### src/rtl/sqband_pkg.sv
package sqband_pkg;

  typedef enum logic {
    PH_ROW = 1'b0,
    PH_COL = 1'b1
  } phase_e;

  localparam int unsigned ROT_BITS = 2;

endpackage

### src/rtl/sqband_isqrt_lut.sv
module sqband_isqrt_lut #(
  parameter int unsigned N = 4
) (
  input  logic [2*N-1:0] x,
  output logic [N-1:0]   k
);
  localparam int unsigned AW   = 2 * N;
  localparam int unsigned MAXK = (1 << N) - 1;

  logic [MAXK-1:0] ge_sq;

  for (genvar m = 1; m <= MAXK; m++) begin : g_cmp
    localparam logic [AW-1:0] SQ = AW'(m * m);
    assign ge_sq[m-1] = (x >= SQ);
  end

  assign k = N'($countones(ge_sq));

  logic [AW:0] k_sq, k1_sq;
  always_comb begin
    k_sq  = (AW+1)'(k) * (AW+1)'(k);
    k1_sq = ((AW+1)'(k) + 1'b1) * ((AW+1)'(k) + 1'b1);
    p_sqrt_floor_r2: assert (k_sq <= (AW+1)'(x) && k1_sq > (AW+1)'(x));
  end
endmodule

### src/rtl/sqband_band_map.sv
module sqband_band_map #(
  parameter int unsigned N = 4
) (
  input  logic [2*N-1:0] x,
  input  logic [N-1:0]   k,
  output logic [N-1:0]   row,
  output logic [N-1:0]   col
);
  localparam int unsigned AW = 2 * N;

  function automatic logic [AW-1:0] band_base(input logic [N-1:0] kk);
    return {{N{1'b0}}, kk} * {{N{1'b0}}, kk};
  endfunction

  function automatic logic [N-1:0] half_up(input logic [N:0] qq);
    return qq[N:1] + {{(N-1){1'b0}}, qq[0]};
  endfunction

  logic [AW-1:0] q_full;
  logic [N:0]    q;
  logic [N-1:0]  j;
  logic          q_odd;
  logic          band_close;

  assign q_full     = x - band_base(k);
  assign q          = q_full[N:0];
  assign q_odd      = q[0];
  assign j          = half_up(q);
  assign band_close = !q_odd && (j == k);

  always_comb begin
    if (q_odd) begin
      row = k;
      col = j;
    end else if (band_close) begin
      row = k;
      col = '0;
    end else begin
      row = j;
      col = k;
    end
  end

  always_comb begin
    p_offset_in_band_r2: assert (q_full <= {{(N-1){1'b0}}, k, 1'b0});
    p_half_le_band_r4:   assert (j <= k);
  end
endmodule

### src/rtl/sqband_bus_phaser.sv
module sqband_bus_phaser
  import sqband_pkg::*;
#(
  parameter int unsigned N = 4
) (
  input  logic         clk,
  input  logic         rst_n,
  input  logic         take_valid,
  input  logic [N-1:0] row_in,
  input  logic [N-1:0] col_in,
  output logic         ready,
  output logic [N-1:0] bus,
  output logic         row_stb,
  output logic         col_stb
);
  phase_e       ph;
  logic [N-1:0] col_hold;
  logic         accept;

  assign ready  = (ph == PH_ROW);
  assign accept = ready && take_valid;

  always_ff @(posedge clk) begin
    if (!rst_n) begin
      ph       <= PH_ROW;
      bus      <= '0;
      col_hold <= '0;
      row_stb  <= 1'b0;
      col_stb  <= 1'b0;
    end else begin
      case (ph)
        PH_ROW: begin
          col_stb <= 1'b0;
          if (accept) begin
            bus      <= row_in;
            col_hold <= col_in;
            row_stb  <= 1'b1;
            ph       <= PH_COL;
          end else begin
            row_stb <= 1'b0;
          end
        end
        default: begin
          bus     <= col_hold;
          row_stb <= 1'b0;
          col_stb <= 1'b1;
          ph      <= PH_ROW;
        end
      endcase
    end
  end

  p_strobe_excl_r9: assert property (@(posedge clk) disable iff (!rst_n)
    !(row_stb && col_stb));
  p_col_after_row_r9: assert property (@(posedge clk) disable iff (!rst_n)
    row_stb |=> col_stb);
  p_busy_in_row_r10: assert property (@(posedge clk) disable iff (!rst_n)
    row_stb |-> !ready);
  p_no_take_busy_r10: assert property (@(posedge clk) disable iff (!rst_n)
    !ready |=> !row_stb);
  p_idle_hold_r10: assert property (@(posedge clk) disable iff (!rst_n)
    (!row_stb && !col_stb) |-> $stable(bus));
endmodule

### src/rtl/sqband_addr_encoder.sv
module sqband_addr_encoder
  import sqband_pkg::*;
#(
  parameter int unsigned N = 4
) (
  input  logic           clk,
  input  logic           rst_n,
  input  logic           in_valid,
  input  logic [2*N-1:0] in_addr,
  input  logic           in_desc,
  input  logic           in_wordalign,
  output logic           in_ready,
  output logic [N-1:0]   bus_addr,
  output logic           row_stb,
  output logic           col_stb
);
  localparam int unsigned AW = 2 * N;

  function automatic logic [AW-1:0] rot_right(input logic [AW-1:0] a);
    return {a[ROT_BITS-1:0], a[AW-1:ROT_BITS]};
  endfunction

  logic [AW-1:0] x_eff;
  logic [N-1:0]  band_k;
  logic [N-1:0]  map_row, map_col;
  logic [N-1:0]  send_row, send_col;

  assign x_eff = in_wordalign ? rot_right(in_addr) : in_addr;

  sqband_isqrt_lut #(.N(N)) u_sqrt (
    .x (x_eff),
    .k (band_k)
  );

  sqband_band_map #(.N(N)) u_map (
    .x   (x_eff),
    .k   (band_k),
    .row (map_row),
    .col (map_col)
  );

  assign send_row = in_desc ? map_col : map_row;
  assign send_col = in_desc ? map_row : map_col;

  sqband_bus_phaser #(.N(N)) u_phase (
    .clk        (clk),
    .rst_n      (rst_n),
    .take_valid (in_valid),
    .row_in     (send_row),
    .col_in     (send_col),
    .ready      (in_ready),
    .bus        (bus_addr),
    .row_stb    (row_stb),
    .col_stb    (col_stb)
  );
endmodule

### config.mk
export PLATFORM = sky130hd
export DESIGN_NAME = sqband_addr_encoder
export DESIGN_NICKNAME = d
export VERILOG_FILES = /design/src/rtl/sqband_pkg.sv /design/src/rtl/sqband_isqrt_lut.sv /design/src/rtl/sqband_band_map.sv /design/src/rtl/sqband_bus_phaser.sv /design/src/rtl/sqband_addr_encoder.sv
export SDC_FILE = /design/constraint.sdc
export NUM_CORES = 1
export LEC_CHECK = 0
export ABC_AREA = 1
export BUFFER_PORTS_ARGS = -buffer_cell sky130_fd_sc_hd__buf_2
export CORE_MARGIN = 3
export CORE_UTILIZATION = 55
export CTS_CLUSTER_DIAMETER = 80
export DETAILED_ROUTE_END_ITERATION = 16
export GPL_ROUTABILITY_DRIVEN = 0
export PLACE_DENSITY = 0.8
export SETUP_SLACK_MARGIN = 0.15
export SLEW_MARGIN = 20
export SYNTH_ARGS = -nofsm -noshare
export SYNTH_HDL_FRONTEND = slang
export SYNTH_SLANG_ARGS = --single-unit
export TNS_END_PERCENT = 30
### constraint.sdc
create_clock -name clk -period 10.3 [get_ports clk]
set_input_delay 2.06 -clock clk [delete_from_list [all_inputs] [get_ports clk]]
set_output_delay 2.06 -clock clk [all_outputs]
set_load 0.005 [all_outputs]
==> results of run 1 <==
==> per-stage QoR <==
| step | hold slack, ns | setup slack [ns] |
|---|---|---|
| floorplan | 0.446 | 2.43 |
| global placement | 0.460 | 1.59 |
| detailed placement | 0.459 | 1.46 |
| CTS | 0.470 | 1.73 |
| global route | 0.486 | 1.13 |
| finish | 0.469 | 1.70 |
==> critical path: cells and delay by family <==
family / cells / cell delay [ns]
AOI/OAI and AO/OA: 2 / 0.37
xor gates and xnor gates: 1 / 0.15
adders and majority gates: 8 / 3.22
buffers and inverters: 8 / 0.89
and+or+nand+nor: 13 / 2.11
==> cells by family after synthesis <==
| group | Yosys count |
|---|---|
| compound gates | 36 |
| xor+xnor | 2 |
| fa+ha+maj | 29 |
| buf+inv | 56 |
| flops | 10 |
| mux | 2 |
| simple gates | 136 |
==> Yosys cell counts (all sizes together) <==
| library cell | number | area [um^2] |
|---|---|---|
| nor2 | 11 | 48.8 |
| ha | 18 | 225 |
| buf | 2 | 22.5 |
| a211o | 1 | 8.76 |
| dfxtp | 10 | 200 |
| nand3b | 1 | 7.51 |
| o211ai | 3 | 22.5 |
| nand4 | 3 | 18.8 |
| nand3 | 46 | 273 |
| a22oi | 4 | 30.0 |
| clkinv | 1 | 3.75 |
| o21ai | 14 | 81.3 |
| fa | 11 | 220 |
| a21oi | 12 | 60.1 |
| clkbuf | 1 | 3.75 |
| or2 | 8 | 50.1 |
| a211oi | 1 | 7.51 |
| xnor2 | 1 | 8.76 |
| mux2i | 2 | 20.0 |
| nand2 | 67 | 292 |
| xor2 | 1 | 8.76 |
| inv | 52 | 195 |
| o31ai | 1 | 7.51 |
==> registers in the layout (all words and copies together), names as in the netlist <==
signal            count
u_phase.row_stb       1
u_phase.bus           4
u_phase.col_hold      4
u_phase.col_stb       1
==> layout make-up <==
| cell class | instances | share of cell area [%] |
|---|---|---|
| clock buffers | 4 | 1.84 |
| inverters | 53 | 10.1 |
| multi-input cells | 205 | 70.4 |
| flip-flops and latches | 10 | 10.1 |
| well taps | 44 | 2.79 |
| repair buffers | 19 | 4.81 |
==> how the worst max path moves through the flow <==
stage | slack, ns | depth (start not counted) | endpoint | from
2_1_floorplan | 2.43 | 28 | u_phase.bus[0] | in_wordalign
3_3_place_gp | 1.59 | 32 | u_phase.bus[2] | in_wordalign
5_1_grt | 1.13 | 32 | u_phase.bus[1] | in_wordalign
4_1_cts | 1.73 | 32 | u_phase.bus[0] | in_wordalign
6_report | 1.70 | 32 | u_phase.bus[2] | in_wordalign
3_5_place_dp | 1.46 | 32 | u_phase.bus[2] | in_wordalign
==> routing by layer <==
layer | share of wire, % | global-route usage [%] | vias up
li1 | - | - | 921
met5 | 0 | 0 | -
met4 | 0.22 | 3.23 | 0
met2 | 47 | 33.6 | 24
met3 | 2.2 | 1.60 | 2
met1 | 51 | 27.5 | 736
==> flow_summary_export.csv, run 1 <==
group,metric,value,unit
hold_path,min-delay-start,"u_phase.col_hold[3]",
cells_and_area,regArea,200,um^2
sta,finalCritPeriodShare,83.5,%
placed_design,place_area,1940,um^2
sta,worst-slew-pin-transition,0.616,ns
critical_path,crit_slowest_cell,"fa_1",
drt,dr.pass1.iters,4,
logic_synthesis,synth_area,1820,um^2
cells_and_area,multi_input_area,1390,um^2
logic_synthesis,yosys.area_share.xor_xnor,0.965,%
clock_tree,ctsHoldBuffers,0,
logic_synthesis,synth_top_family_by_area,"simple AND/OR/NAND/NOR gates",
drt,via_count,1683,
global_route,antenna_found_initial,0,
cells_and_area,final_util,63.7,%
critical_path,r2r_end,"u_phase.bus[2]",
global_route,grt_max_degree,15,
hold_path,whs_endpoint,"u_phase.col_hold[3]",
cells_and_area,final_common_cell,"nand2_1",
drt,routed_via_density,5.02,
sta,min_period,8.60,ns
clock_tree,cts_tree,"built",
logic_synthesis,yosys_register_bits,10,
clock_tree,clockRootBuffer,"clkbuf_4",
cells_and_area,design_area,1980,um^2
logic_synthesis,yosys_warnings,0,
sta,max_freq,0.116,GHz
hold_path,min_path_type,"flip-flop to flip-flop",
logic_synthesis,synth-compound-area-share,12.0,%
global_route,grt_pass1_wl,6650,um
logic_synthesis,syn_avg_cell_area,6.70,um^2
placed_design,portBuffers,19,
clock_tree,cts_sinks,10,
logic_synthesis,synthAdderAreaFrac,24.5,%
sta,hold_viol_final,0,
critical_path,cpPeakStageDelay,0.55,ns
drt,routedWlPerCell,10.8,um
cells_and_area,stdcell_count,335,
logic_synthesis,synth_mux_area_share,1.10,%
logic_synthesis,ys_seq_area_share,11.0,%
critical_path,cp.required,10.49,ns
clock_tree,cts.htree.levels,1,
floorplanning,die_area,4030,um^2
floorplanning,ioPinCount,20,
floorplanning,fp-row-count,20,
sta,rsz0062_at_grt,"no",
floorplanning,die_x,63.5,um
cells_and_area,antenna_cells,0,
clock_tree,post_cts_resized,0,
drt,drt-initial-drc-count,84,
critical_path,crit_type,"input pin to flip-flop",
critical_path,crit_path_start_kind,"input pin",
sta,relSlewSlack,58.5,%
logic_synthesis,synth.distinct_cells,32,
critical_path,arrival,8.79,ns
critical_path,critPathMaxFanout,14,
drt,drc_errors,0,
clock_tree,clk_pin_slew,0.06,ns
logic_synthesis,syn_inst,271,
global_route,grt_pass1_vias,1571,
placed_design,place_inst,331,
job,maxCapViolations,0,
floorplanning,die_h,63.5,um
sta,fin_setup_tns,0,ns
clock_tree,cts_buffers,3,
cells_and_area,syn_to_final_growth,8.82,%
outcome,status,"finished clean",
logic_synthesis,synth_simple_gate_area_share,38.0,%
critical_path,crit_top_cell,"inv_1",
global_route,overflow,0,
sta,fin_skew,0.00155,ns
drt,postRouteAntennaNets,0,
logic_synthesis,synth_nets,313,
cells_and_area,final_cell_mix,"nand2_1, inv_1, nand3_1, buf_2, ha_1",
global_route,grt_usage,19.7,%
sta,maxSlewViolCount,0,
floorplanning,initial_core_util,58.5,%
critical_path,reg2reg_from,"u_phase.row_stb",
clock_tree,post_cts_buffers,0,
sta,setup_violations,0,
placed_design,dp_hpwl,3150,um
cells_and_area,drive_gt1_share,18.9,%
critical_path,r2r_cells,5,
cells_and_area,fillers,310,
cells_and_area,final_nets,334,
clock_tree,clkLatencyLatePin,0.26,ns
critical_path,worstSetupEndpointType,"flip-flop",
clock_tree,cts_max_path_buffers,2,
drt,routed_wl,3620,um
critical_path,reg2reg_slack,9.15,ns
hold_path,hold_depth,2,
floorplanning,core,3100,um^2
Power of run 1 is left out: the tool's default activity adds up to more than one toggle a clock period on the data nets, which glitch-free logic cannot reach.
==> run 2, diff against run 1 <==
- ABC_AREA: 1 -> 0
- CORE_UTILIZATION: 55 -> 54
- PLACE_DENSITY: 0.8 -> 0.81
- clock period: 10.3 -> 7 ns (I/O delays scaled with it)
==> run 2 against run 1 <==
Effect of this change:
- the run now ends with negative setup slack left
- first-iteration DRC count up 60%
- synthesized area down 0.96%
- flip-flop and latch count unchanged
- highest routed layer unchanged
==> flow_summary_export.csv, run 2 <==
group,metric,value,unit
outcome,status,"finished, violations left",
outcome,violations,"negative setup slack",
cells_and_area,stdcell_count,319,
logic_synthesis,netlist_top_cells_count,"inv_1, nand2_1, ha_1",
critical_path,worstSetupEndpointType,"flip-flop",
critical_path,r2r_cells,6,
critical_path,crit_path_start,"in_addr[0]",
placed_design,portBuffers,19,
global_route,grt_max_degree,14,
drt,drc_errors,0,
floorplanning,die_x,63.7,um
sta,worst-slew-pin-transition,0.553,ns
logic_synthesis,synth_nets,248,
critical_path,r2r_end,"u_phase.bus[2]",
placed_design,dp_hpwl,3830,um
floorplanning,fp-row-count,20,
logic_synthesis,yosys_warnings,0,
drt,routed_via_density,5.81,
drt,routedWlPerCell,17.4,um
logic_synthesis,yosys_register_bits,10,
critical_path,arrival,7.52,ns
floorplanning,initial_core_util,57.9,%
sta,relSlewSlack,63.1,%
critical_path,crit_path_start_kind,"input pin",
floorplanning,ioPinCount,20,
logic_synthesis,ys_seq_area_share,11.1,%
sta,whs,0.502,ns
placed_design,place_area,2390,um^2
logic_synthesis,synth_edf_count,0,
cells_and_area,design_area,2650,um^2
logic_synthesis,yosysTopAreaCell,"ha_1",
logic_synthesis,syn_inst,206,
critical_path,reg2reg_slack,5.32,ns
logic_synthesis,synth_area_leaders,"ha_1, fa_1, dfxtp_1, a2111oi_4, inv_1",
drt,dr.pass1.iters,5,
global_route,overflow,0,
critical_path,critPathMaxFanout,5,
global_route,grt_pass1_wl,9490,um
cells_and_area,final_nets,318,
clock_tree,clk_pin_slew,0.07,ns
sta,fin_skew,0.00260,ns
sta,rsz0062_at_grt,"yes",
clock_tree,clockRootBuffer,"clkbuf_4",
cells_and_area,fillers,167,
critical_path,reg2reg_from,"u_phase.row_stb",
drt,postRouteAntennaNets,0,
sta,min_period,7.35,ns
clock_tree,cts_sinks,10,
placed_design,place_inst,310,
cells_and_area,final_util,85.3,%
cells_and_area,drive_gt1_share,44.0,%
cells_and_area,final_cell_mix,"buf_4, nand2_1, inv_1, buf_2, ha_1",
sta,finalCritPeriodShare,105,%
hold_path,min_path_type,"flip-flop to flip-flop",
cells_and_area,final_common_cell,"buf_4",
cells_and_area,reg.largest.list,"u_phase.bus x4, u_phase.col_hold x4",
logic_synthesis,synthDominantCellAreaShare,12.5,%
hold_path,hold_depth,2,
floorplanning,die_area,4060,um^2
logic_synthesis,syn_avg_cell_area,8.73,um^2
job,maxCapViolations,0,
logic_synthesis,synthFlopType,"dfxtp_1",
sta,max_freq,0.136,GHz
logic_synthesis,synth_area,1800,um^2
sta,maxSlewViolCount,0,
logic_synthesis,async_flop_share,0,%
cells_and_area,syn_to_final_growth,47.3,%
critical_path,crit_end,"u_phase.col_hold[1]",
drt,routed_wl,5550,um
global_route,grt_usage,30.0,%
drt,via_count,1852,
global_route,grt_pass1_vias,1975,
drt,drt-initial-drc-count,134,
floorplanning,core,3100,um^2
clock_tree,clkLatencyLatePin,0.28,ns
clock_tree,cts_max_path_buffers,2,
clock_tree,cts_tree,"built",
floorplanning,die_h,63.7,um
clock_tree,cts_buffers,3,
logic_synthesis,synth.distinct_cells,51,
sta,worst_slack,-0.346,ns
cells_and_area,antenna_cells,0,
sta,setup_violations,8,
critical_path,crit_type,"input pin to flip-flop",
critical_path,cp.required,7.17,ns
sta,hold_viol_final,0,
global_route,antenna_found_initial,0,
clock_tree,cts.htree.levels,1,
-- run 2: routing by layer --
metal	GRT usage [%]	wire length, um	vias to the layer above
li1	-	-	875
met1	37.4	2200	863
met2	52.4	2830	93
met3	2.32	344	21
met4	13.5	180	0
met5	0	0	-
-- run 2: cells by family (layout without fill, tap and decap cells) --
group           after synthesis  after routing  share of synthesized area, %
mux                           9              9                          6.89
fa+ha+maj                    29             29                          24.8
flops                        10             10                          11.1
compound gates               59             59                          25.6
simple gates                 58             58                          16.8
buf+inv                      26             95                          5.85
xor+xnor                     15             15                          8.91
-- run 2: final cells by class --
class | count | area [um^2] | share of cell area [%]
repair buffers | 70 | 527 | 19.9
multi-input cells | 170 | 1750 | 66.1
well taps | 44 | 55.1 | 2.08
flip-flops and latches | 10 | 200 | 7.56
clock buffers | 4 | 36.3 | 1.37
inverters | 21 | 78.8 | 2.98
-- run 2: critical path, stage by stage --
cell       delay [ns]
buf_6            0.09
nor2b_4          0.12
a21oi_2          0.14
nand3b_1         0.19
nor2_4           0.13
o21a_1           0.12
o21ai_1          0.06
ha_1             0.30
fa_1             0.53
inv_2            0.04
fa_1             0.48
fa_1             0.52
inv_2            0.05
ha_4             0.15
fa_2             0.57
buf_4            0.13
nand2_1          0.07
ha_2             0.39
xor2_2           0.26
ha_4             0.19
xnor2_2          0.10
a21o_1           0.23
a2111oi_4        0.41
mux2i_4          0.16
a2111oi_4        0.42
o22a_1           0.20
o21ai_1          0.05
-- run 2: stage by stage --
step           worst slack, ns  setup TNS [ns]
6_report                -0.346           -1.94
4_1_cts                 -0.223          -0.963
2_1_floorplan           -0.513           -2.63
3_5_place_dp             -1.17           -7.90
5_1_grt                 -0.582           -4.01
3_3_place_gp            -0.904           -6.12
-- run 2: worst min path at each step --
| stage | startpoint | endpoint | slack, ns |
|---|---|---|---|
| after global placement | u_phase.col_hold[3] | u_phase.col_hold[3] | 0.47 |
| final | u_phase.col_hold[3] | u_phase.col_hold[3] | 0.50 |
| after global routing | u_phase.col_hold[3] | u_phase.col_hold[3] | 0.52 |
| after CTS | u_phase.col_hold[3] | u_phase.col_hold[3] | 0.49 |
| after floorplan | u_phase.col_hold[3] | u_phase.col_hold[3] | 0.45 |
| after detailed placement | u_phase.col_hold[3] | u_phase.col_hold[3] | 0.48 |
-- run 2: repair_timing --
action / 4_1_cts / 5_1_grt
resized for setup: 30 / 3
endpoints found under the setup margin: 8 / 8
buffers inserted: 4 / 0
pin swaps: 13 / 0
hold buffers: 0 / 0
cloned: 1 / 0
Power of run 2 is left out for the same reason.
